`src/rtl/msixcap_pkg.sv`:
```
package msixcap_pkg;

    localparam int unsigned MAX_VECTORS = 2048;
    localparam int unsigned PAGE_BYTES  = 4096;
    localparam int unsigned PBA_SHIFT   = PAGE_BYTES / 2;
    localparam logic [7:0]  CAP_ID      = 8'h11;

    typedef struct packed {
        logic en;
        logic fmask;
        logic touched;
        logic scan;
        logic intx;
    } ctrl_state_t;

    function automatic logic params_legal(input int nvec, input longint unsigned orig);
        return (nvec >= 1) && (nvec <= int'(MAX_VECTORS)) && (orig <= 64'h8000_0000);
    endfunction

    function automatic logic [32:0] grown_size(input longint unsigned orig);
        longint unsigned r;
        if (orig == 0)
            r = 64'(PAGE_BYTES);
        else if (orig < 64'(PAGE_BYTES))
            r = 64'(2 * PAGE_BYTES);
        else
            r = orig * 2;
        return r[32:0];
    endfunction

    function automatic logic [31:0] table_base(input longint unsigned orig);
        longint unsigned r;
        if (orig == 0)
            r = 0;
        else if (orig < 64'(PAGE_BYTES))
            r = 64'(PAGE_BYTES);
        else
            r = orig;
        return r[31:0];
    endfunction

endpackage

```
`src/rtl/msixcap_layout.sv`:
```
module msixcap_layout
    import msixcap_pkg::*;
#(
    parameter int              NUM_VECTORS    = 8,
    parameter int              BAR_INDEX      = 2,
    parameter longint unsigned ORIG_BAR_BYTES = 64'h2000
) (
    output logic [31:0] hdr_static,
    output logic [31:0] table_dw,
    output logic [31:0] pba_dw,
    output logic [32:0] bar_size,
    output logic        legal
);
    localparam logic LEGAL = params_legal(NUM_VECTORS, ORIG_BAR_BYTES);
    localparam logic [2:0] BIR = 3'(BAR_INDEX);

    generate
        if (LEGAL) begin : g_legal
            localparam logic [10:0] QSIZE = 11'(NUM_VECTORS - 1);
            localparam logic [31:0] TBASE = table_base(ORIG_BAR_BYTES);
            assign hdr_static = {5'b0, QSIZE, 8'h00, CAP_ID};
            assign table_dw   = TBASE | {29'b0, BIR};
            assign pba_dw     = (TBASE + 32'(PBA_SHIFT)) | {29'b0, BIR};
            assign bar_size   = grown_size(ORIG_BAR_BYTES);
            assign legal      = 1'b1;
        end else begin : g_illegal
            assign hdr_static = '0;
            assign table_dw   = '0;
            assign pba_dw     = '0;
            assign bar_size   = '0;
            assign legal      = 1'b0;
        end
    endgenerate
endmodule

```
`src/rtl/msixcap_ctrl.sv`:
```
module msixcap_ctrl
    import msixcap_pkg::*;
#(
    parameter int NUM_INTX = 4
) (
    input  logic                clk,
    input  logic                rst_n,
    input  logic                legal,
    input  logic                wr_en,
    input  logic [1:0]          dw_sel,
    input  logic                ctrl_be,
    input  logic [1:0]          wbits,
    output logic                en,
    output logic                fmask,
    output logic                scan,
    output logic [NUM_INTX-1:0] intx
);
    ctrl_state_t st_d, st_q;
    logic hit;

    assign hit = legal && wr_en && (dw_sel == 2'd0) && ctrl_be;

    always_comb begin
        st_d         = st_q;
        st_d.touched = hit;
        st_d.scan    = 1'b0;
        st_d.intx    = 1'b0;
        if (st_q.touched) begin
            st_d.scan = st_q.en && !st_q.fmask;
            st_d.intx = st_q.en;
        end
        if (hit) begin
            st_d.en    = wbits[1];
            st_d.fmask = wbits[0];
        end
    end

    always_ff @(posedge clk) begin
        if (!rst_n)
            st_q <= '0;
        else
            st_q <= st_d;
    end

    assign en    = st_q.en;
    assign fmask = st_q.fmask;
    assign scan  = st_q.scan;
    assign intx  = {NUM_INTX{st_q.intx}};
endmodule

```
`src/rtl/msixcap_rdmux.sv`:
```
module msixcap_rdmux (
    input  logic        clk,
    input  logic        rst_n,
    input  logic        rd_en,
    input  logic [1:0]  dw_sel,
    input  logic [31:0] hdr_static,
    input  logic [31:0] table_dw,
    input  logic [31:0] pba_dw,
    input  logic        en,
    input  logic        fmask,
    output logic [31:0] rdata
);
    logic [31:0] rdata_d, rdata_q, sel_dw;

    always_comb begin
        case (dw_sel)
            2'd0:    sel_dw = hdr_static | {en, fmask, 30'b0};
            2'd1:    sel_dw = table_dw;
            2'd2:    sel_dw = pba_dw;
            default: sel_dw = '0;
        endcase
        rdata_d = rd_en ? sel_dw : rdata_q;
    end

    always_ff @(posedge clk) begin
        if (!rst_n)
            rdata_q <= '0;
        else
            rdata_q <= rdata_d;
    end

    assign rdata = rdata_q;
endmodule

```
`src/rtl/msixcap_regs.sv`:
```
module msixcap_regs
    import msixcap_pkg::*;
#(
    parameter int              NUM_VECTORS    = 8,
    parameter int              BAR_INDEX      = 2,
    parameter longint unsigned ORIG_BAR_BYTES = 64'h2000,
    parameter int              NUM_INTX       = 4
) (
    input  logic                clk,
    input  logic                rst_n,
    input  logic                cfg_wr_en,
    input  logic                cfg_rd_en,
    input  logic [1:0]          cfg_dw_sel,
    input  logic [3:0]          cfg_be,
    input  logic [31:0]         cfg_wdata,
    output logic [31:0]         cfg_rdata,
    output logic                msix_en,
    output logic                func_mask,
    output logic                scan_req,
    output logic [NUM_INTX-1:0] intx_clr,
    output logic [32:0]         bar_total_size,
    output logic                cfg_ok
);
    logic [31:0] hdr_static, table_dw, pba_dw;
    logic        wdata_unused;

    assign wdata_unused = ^{cfg_wdata[29:0], cfg_be[2:0]};

    msixcap_layout #(
        .NUM_VECTORS   (NUM_VECTORS),
        .BAR_INDEX     (BAR_INDEX),
        .ORIG_BAR_BYTES(ORIG_BAR_BYTES)
    ) u_layout (
        .hdr_static(hdr_static),
        .table_dw  (table_dw),
        .pba_dw    (pba_dw),
        .bar_size  (bar_total_size),
        .legal     (cfg_ok)
    );

    msixcap_ctrl #(.NUM_INTX(NUM_INTX)) u_ctrl (
        .clk    (clk),
        .rst_n  (rst_n),
        .legal  (cfg_ok),
        .wr_en  (cfg_wr_en),
        .dw_sel (cfg_dw_sel),
        .ctrl_be(cfg_be[3]),
        .wbits  (cfg_wdata[31:30]),
        .en     (msix_en),
        .fmask  (func_mask),
        .scan   (scan_req),
        .intx   (intx_clr)
    );

    msixcap_rdmux u_rdmux (
        .clk       (clk),
        .rst_n     (rst_n),
        .rd_en     (cfg_rd_en),
        .dw_sel    (cfg_dw_sel),
        .hdr_static(hdr_static),
        .table_dw  (table_dw),
        .pba_dw    (pba_dw),
        .en        (msix_en),
        .fmask     (func_mask),
        .rdata     (cfg_rdata)
    );
endmodule

```
`config.mk`:
```
export PLATFORM = sky130hd
export DESIGN_NAME = msixcap_regs
export DESIGN_NICKNAME = d
export VERILOG_FILES = /design/src/rtl/msixcap_pkg.sv /design/src/rtl/msixcap_layout.sv /design/src/rtl/msixcap_ctrl.sv /design/src/rtl/msixcap_rdmux.sv /design/src/rtl/msixcap_regs.sv
export SDC_FILE = /design/constraint.sdc
export NUM_CORES = 1
export LEC_CHECK = 0
export BUFFER_PORTS_ARGS = -buffer_cell sky130_fd_sc_hd__buf_2
export CAP_MARGIN = 40
export CELL_PAD_IN_SITES_DETAIL_PLACEMENT = 1
export CELL_PAD_IN_SITES_GLOBAL_PLACEMENT = 1
export CORE_MARGIN = 2
export CORE_UTILIZATION = 21
export CTS_BUF_LIST = sky130_fd_sc_hd__clkbuf_8
export DETAILED_ROUTE_END_ITERATION = 8
export GPL_TIMING_DRIVEN = 0
export PLACE_DENSITY_LB_ADDON = 0.1
export RECOVER_POWER = 25
export SETUP_SLACK_MARGIN = 0.15
export SLEW_MARGIN = 10
export SYNTH_ARGS = -nofsm -noshare
export SYNTH_HDL_FRONTEND = slang
export SYNTH_SLANG_ARGS = --single-unit
```
`constraint.sdc`:
```
create_clock -name clk -period 0.9 [get_ports clk]
set_input_delay 0.135 -clock clk [delete_from_list [all_inputs] [get_ports clk]]
set_output_delay 0.135 -clock clk [all_outputs]
set_load 0.02 [all_outputs]
```
==> run summary, run 1 <==
Unrepaired setup endpoints after global routing -> yes
Worst R2R Path Depth -> 3
Max Freq -> 1.04 GHz
Clock buffer depth -> 2
Violated checks -> setup timing
Final Wtd Congestion -> 0.647
Synth-to-layout area growth -> 68.8%
Ys Warns -> 0
CTS clk-pin slew, worst paths -> 0.05 ns
CTS tree -> built
Final Slew Violations -> 0
DP HPWL -> 1.69 mm
CTS Buf Count -> 3
LEAKAGE -> 0.918 nW
GRT overflow -> 0
Layout Utilization -> 36.5%
CP required -> 0.76 ns
Hold Path Class -> input pin to flop
Ant. Diodes -> 0
Syn_area_per_cell -> 8.82 um2
FF-to-FF End -> u_rdmux.rdata[31]
Die width -> 70.7 um
Ports -> 115
Core area -> 4320 um2
Initial antenna violation count -> 0
RR Startpoint -> u_ctrl.en
Num Clock Sinks -> 10
Power density over cell area -> 1010 nW/um2
DRT Pass-1 Iters -> 2
# DRC -> 0
Vias in the first global route -> 757
Avg WL per Cell -> 7.76 um
Site Rows -> 24
Die height -> 70.7 um
Tmin final -> 0.959 ns
Setup WS post-layout -> -0.0591 ns
Asr flop ratio synth -> 0%
Pre-CTS WS -> -0.0538 ns
Top FF cell, synth -> dfxtp_1
Total wire length -> 1.89 mm
Hold Vio Cnt, Final -> 0
Worst setup SP type -> flop
Clock latency on the worst-skew pair -> 0.23 ns
Synthesized area -> 935 um2
CTS Root Cell -> clkbuf_8
Status -> complete, but fails checks
Post-CTS Hold Fix Bufs -> 0
Clock Skews -> 0.000374 ns
First-pass GRT wire length -> 3.06 mm
Gate Count Post-Synth -> 106
First DRT Iteration DRCs -> 10
Layout cell share with drive strength beyond 1 -> 60.9%
Worst path arrival time -> 0.82 ns
DR vias/cell -> 3.01
H-tree depth -> 1
Vias -> 734
Flop-to-flop setup slack -> 0.15 ns
Netlist cell types -> 16
Crit path from -> u_rdmux.rdata[18]
Largest net degree at the start of global routing -> 11
FF+latch count, synth -> 10
PortBufs -> 24
Period utilisation layout -> 107%
Final setup viols -> 10
Worst Hold Path Cells -> 3
Post-synth EDFFs -> 0
CP endpoint -> cfg_rdata[17]
Nets -> 238
Die area -> 5000 um2
CP Capture Type -> output port
Routed Antenna Nets -> 0
Maximum VDD drop -> 0.507 mV
Final std cell area, no fill -> 1580 um2
Hold WS -> 0.154 ns
Type of the worst setup path -> flop to output port
Gr usage total -> 7.41%
Cell Area, Placed -> 1340 um2
Initial core utilization -> 21.6%
Seq/Total Area, Yosys -> 21.4%
Max cap viols -> 0
Worst-path maximum fanout -> 6
state kept, by name (all words and copies together) (netlist names):
signal,flops
u_ctrl.en,1
u_ctrl.st_q,1
u_ctrl.intx,1
u_ctrl.scan,1
u_rdmux.rdata,5
u_ctrl.fmask,1
cells by family after synthesis:
logic type | after synthesis | share of synthesized area, %
compound gates | 2 | 2.41
buf+inv | 69 | 55.0
mux | 5 | 5.35
other cells | 2 | 0.804
fa+ha+maj | 3 | 4.02
simple gates | 15 | 11.0
flops | 10 | 21.4
stage by stage:
| stage | instances | TNS [ns] | power, mW |
|---|---|---|---|
| 6_report | 244 | -0.430 | 1.59 |
| 5_1_grt | 244 | -0.728 | 1.67 |
| 4_1_cts | 242 | -0.509 | 1.60 |
| 3_5_place_dp | 236 | -0.0772 | 1.01 |
| 3_3_place_gp | 236 | -0.0235 | 1.00 |
| 2_1_floorplan | 160 | 0 | 0.955 |
repair_timing:
action                                  in CTS  in global routing
pin swaps                                    0                  2
endpoints found under the setup margin      17                 20
setup buffers                                2                  2
gates resized for setup                     45                  6
worst max-delay path, cell delays in order, from the launching register on:
cell     delay [ns]
dfxtp_4        0.36
buf_6          0.11
buf_6          0.12
layout make-up:
cell class,count,area (um2)
well taps,52,65.1
clock buffers,4,55.1
fillers,532,2750
multi-input cells,81,445
inverters,2,7.51
plain buffers,67,533
flip-flops and latches,10,218
repair buffers,28,254
worst min-delay path by stage:
stage | startpoint | endpoint | slack (ns)
finish | cfg_wdata[31] | u_ctrl.en | 0.15
global route | cfg_wdata[31] | u_ctrl.en | 0.17
CTS | cfg_wdata[31] | u_ctrl.en | 0.15
detailed placement | cfg_wdata[31] | u_ctrl.en | 0.39
global placement | cfg_wdata[30] | u_ctrl.fmask | 0.39
floorplan | cfg_wdata[31] | u_ctrl.en | 0.27
power breakdown:
part / internal (mW) / switching [mW]
Combinational: 0.263 / 0.320
Clock: 0.384 / 0.165
Sequential: 0.448 / 0.0109
Total: 1.09 / 0.496
placed cells by master, fill, tap and decap left out:
cell / Yosys / routed
ha_1: 3 / 2
inv_2: 0 / 2
dfxtp_4: 0 / 3
ha_4: 0 / 1
buf_6: 1 / 25
nand3_1: 2 / 1
and2b_1: 1 / 1
buf_2: 0 / 8
dfxtp_2: 0 / 5
conb_1: 2 / 56
buf_4: 66 / 62
and2_1: 1 / 1
nor2b_1: 3 / 3
nand3_2: 0 / 1
mux2i_1: 5 / 5
and3_4: 1 / 2
clkbuf_8: 0 / 4
nand2_1: 4 / 4
nand2b_4: 2 / 2
dfxtp_1: 10 / 2
a21boi_2: 2 / 2
metal layers:
| layer | vias up | part of all wire, % | track usage (%) |
|---|---|---|---|
| met4 | 0 | 0.42 | 1.89 |
| met5 | - | 0 | 0 |
| met3 | 2 | 9.5 | 2.56 |
| met2 | 41 | 59 | 16.0 |
| met1 | 316 | 31 | 6.13 |
| li1 | 375 | - | - |
Yosys cell counts, types with 2 or more instances:
library cell  number  share of area [%]
ha_1               3                4.0
nand2b_4           2                2.9
inv_1              2               0.80
nand2_1            4                1.6
conb_1             2               0.80
nand3_1            2                1.1
nor2b_1            3                2.0
mux2i_1            5                5.4
dfxtp_1           10                 21
buf_4             66                 53
a21boi_2           2                2.4
(Power assumes the default switching activity.)
==> inputs of run 2 (changes only) <==
Settings changed: CORE_UTILIZATION 21 to 37, GPL_TIMING_DRIVEN 0 to default, SYNTH_HIERARCHICAL from default to 1.
==> run summary, run 2 <==
Hold Vio Cnt, Final -> 0 (unchanged)
Die width -> 94.1 um (was 70.7 um)
Post-CTS Hold Fix Bufs -> 0 (unchanged)
Total wire length -> 5.65 mm (was 1.89 mm)
Layout cell share with drive strength beyond 1 -> 29.5% (was 60.9%)
Clock latency on the worst-skew pair -> 0.29 ns (was 0.23 ns)
Status -> complete, but fails checks (unchanged)
Worst-path maximum fanout -> 2 (was 6)
Period utilisation layout -> 112% (was 107%)
Final setup viols -> 14 (was 10)
Type of the worst setup path -> flop to output port (unchanged)
Vias -> 2102 (was 734)
Placed Instances -> 516 (was 236)
Synthesized area -> 3000 um2 (was 935 um2)
CTS Buf Count -> 5 (was 3)
Max cap viols -> 0 (unchanged)
DR vias/cell -> 3.94 (was 3.01)
Syn_area_per_cell -> 8.11 um2 (was 8.82 um2)
CP Capture Type -> output port (unchanged)
Hold path startpoint -> cfg_wdata[31] (unchanged)
DP HPWL -> 4.00 mm (was 1.69 mm)
Avg WL per Cell -> 10.6 um (was 7.76 um)
Netlist cell types -> 26 (was 16)
Top cell type's share of synthesized area -> 33.8% (was 53.0%)
Worst path arrival time -> 0.87 ns (was 0.82 ns)
Vias in the first global route -> 1931 (was 757)
Top FF cell, synth -> dfxtp_1 (unchanged)
FF-to-FF End -> u_ctrl/scan (was u_rdmux.rdata[31])
Post-synth EDFFs -> 0 (unchanged)
CTS tree -> built (unchanged)
Gr usage total -> 13.2% (was 7.41%)
Filler instances -> 986 (was 532)
Area of the multi-input gates -> 1610 um2 (was 445 um2)
Flop-to-flop setup slack -> -0.07 ns (was 0.15 ns)
Setup WS post-layout -> -0.105 ns (was -0.0591 ns)
RR Startpoint -> u_ctrl/en (was u_ctrl.en)
Initial core utilization -> 38.4% (was 21.6%)
Final Slew Violations -> 0 (unchanged)
Unrepaired setup endpoints after global routing -> yes (unchanged)
Violated checks -> setup timing (unchanged)
CTS Root Cell -> clkbuf_8 (unchanged)
GRT overflow -> 0 (unchanged)
Die area -> 8850 um2 (was 5000 um2)
Hold Path Class -> input pin to flop (unchanged)
Seq/Total Area, Yosys -> 24.7% (was 21.4%)
Power density over cell area -> 1230 nW/um2 (was 1010 nW/um2)
Ports -> 115 (unchanged)
CP required -> 0.76 ns (about the same)
Max FFs per register -> 32 (was 5)
H-tree depth -> 2 (was 1)
Worst setup SP type -> flop (unchanged)
Worst R2R Path Depth -> 4 (was 3)
Asr flop ratio synth -> 0% (unchanged)
Register area -> 785 um2 (was 218 um2)
Largest net degree at the start of global routing -> 25 (was 11)
Num Clock Sinks -> 37 (was 10)
LEAKAGE -> 1.64 nW (was 0.918 nW)
PortBufs -> 47 (was 24)
Ys Warns -> 6 (was 0)
Tmin final -> 1.00 ns (was 0.959 ns)
Top post-synthesis cells by count -> buf_4 (135), dfxtp_1 (37), nand2_1 (37), mux2i_1 (32) (was buf_4 (66), dfxtp_1 (10), mux2i_1 (5), nand2_1 (4))
Gate Count Post-Synth -> 370 (was 106)
First DRT Iteration DRCs -> 38 (was 10)
Core area -> 7810 um2 (was 4320 um2)
Setup TNS -> -0.430 ns (about the same)
First-pass GRT wire length -> 9.26 mm (was 3.06 mm)
Largest area contributor in the netlist -> buf_4 (unchanged)
Synth-to-layout area growth -> 13.6% (was 68.8%)
Non-filler instance count after layout -> 533 (was 244)
Most frequent cells in the layout -> conb_1 (130), buf_6 (42), nand2_1 (35) (was buf_4 (62), conb_1 (56), buf_6 (25))
Die height -> 94.1 um (was 70.7 um)
Site Rows -> 32 (was 24)
End of the worst hold path -> u_ctrl/en (was u_ctrl.en)
DRT Pass-1 Iters -> 4 (was 2)
Nets -> 473 (was 238)
Commonest non-fill, non-tap cell in the layout -> conb_1 (was buf_4)
Clock Skews -> 0.00168 ns (was 0.000374 ns)
Largest cells by area after synthesis -> buf_4 (34%), dfxtp_1 (25%), mux2i_1 (11%) (was buf_4 (53%), dfxtp_1 (21%), mux2i_1 (5.4%))
Final Wtd Congestion -> 0.650 (was 0.647)
Clock buffer depth -> 2 (unchanged)
CTS clk-pin slew, worst paths -> 0.07 ns (was 0.05 ns)
FF+latch count, synth -> 37 (was 10)
Routed Antenna Nets -> 0 (unchanged)
Worst Hold Path Cells -> 3 (unchanged)
Hold WS -> 0.0796 ns (was 0.154 ns)
Max Freq -> 0.995 GHz (was 1.04 GHz)
Initial antenna violation count -> 0 (unchanged)
Maximum VDD drop -> 0.437 mV (was 0.507 mV)
Most common cell in the netlist -> buf_4 (unchanged)
# DRC -> 0 (unchanged)
Ant. Diodes -> 0 (unchanged)
[run 2: cell types whose count changed after synthesis, moves of 18 or more]
cell	before	now
nand2_1	4	37
mux2i_1	5	32
or2_1	0	18
dfxtp_1	10	37
o21ai_0	0	30
buf_4	66	135
a31oi_1	0	30
[run 2: kinds of logic (layout without fill, tap and decap cells)]
family | count (synthesis) | in the layout | synth area share, %
buffers and inverters | 157 | 90 | 38.6
AOI/OAI and AO/OA | 64 | 64 | 12.4
and+or+nand+nor | 78 | 78 | 13.4
DFF | 37 | 37 | 24.7
muxes | 32 | 32 | 10.7
other | 2 | 130 | 0.250
[run 2: layer usage]
metal  global-route usage [%]  vias up  routed length [um]
met1                     16.9      963                2670
li1                         -     1087                   -
met3                     2.73        8                 201
met2                     22.1       44                2710
met5                        0        -                   0
met4                     4.35        0                  68
[run 2: worst max path at each step]
stage	cells past startpoint	end	from	slack (ns)
2_1_floorplan	4	u_rdmux/rdata[30]	cfg_dw_sel[1]	-0.05
3_3_place_gp	5	u_rdmux/rdata[30]	cfg_dw_sel[1]	-0.16
3_5_place_dp	4	u_rdmux/rdata[31]	cfg_dw_sel[1]	-0.19
4_1_cts	2	msix_en	u_ctrl/en	-0.12
5_1_grt	2	msix_en	u_ctrl/en	-0.14
6_report	2	msix_en	u_ctrl/en	-0.10
[run 2: cell type report]
type                    count  share of cell area (%)
clock inverters             1                   0.110
well taps                 102                    3.74
inverters                   2                   0.220
clock buffers               6                    2.42
flip-flops and latches     37                    23.0
repair buffers             81                    23.4
multi-input cells         304                    47.1
[run 2: per-stage QoR]
stage	util [%]	power [mW]	area [um2]	worst slack (ns)
2_1_floorplan	-	2.95	3550	-0.0543
3_3_place_gp	37.8	2.78	2950	-0.163
3_5_place_dp	37.8	2.78	2950	-0.190
4_1_cts	43.0	4.21	3360	-0.120
5_1_grt	43.7	4.44	3410	-0.139
6_report	43.7	4.18	3410	-0.105
[run 2: worst max-delay path: stages, from the launching register on]
cell and delay [ns]:
dfxtp_4 0.35, buf_6 0.11, buf_6 0.12
[run 2: timing repair]
action                                  in CTS  in global routing
endpoints found under the setup margin      42                 48
resized for setup                          116                  5
setup buffers                                3                  7
pin swaps                                    2                  0
[run 2: power by group]
part	internal, mW	leakage, nW	total, mW	switching (mW)
Combinational	0.496	1.28	1.13	0.632
Clock	0.598	0.0485	1.23	0.631
Sequential	1.75	0.316	1.82	0.0734
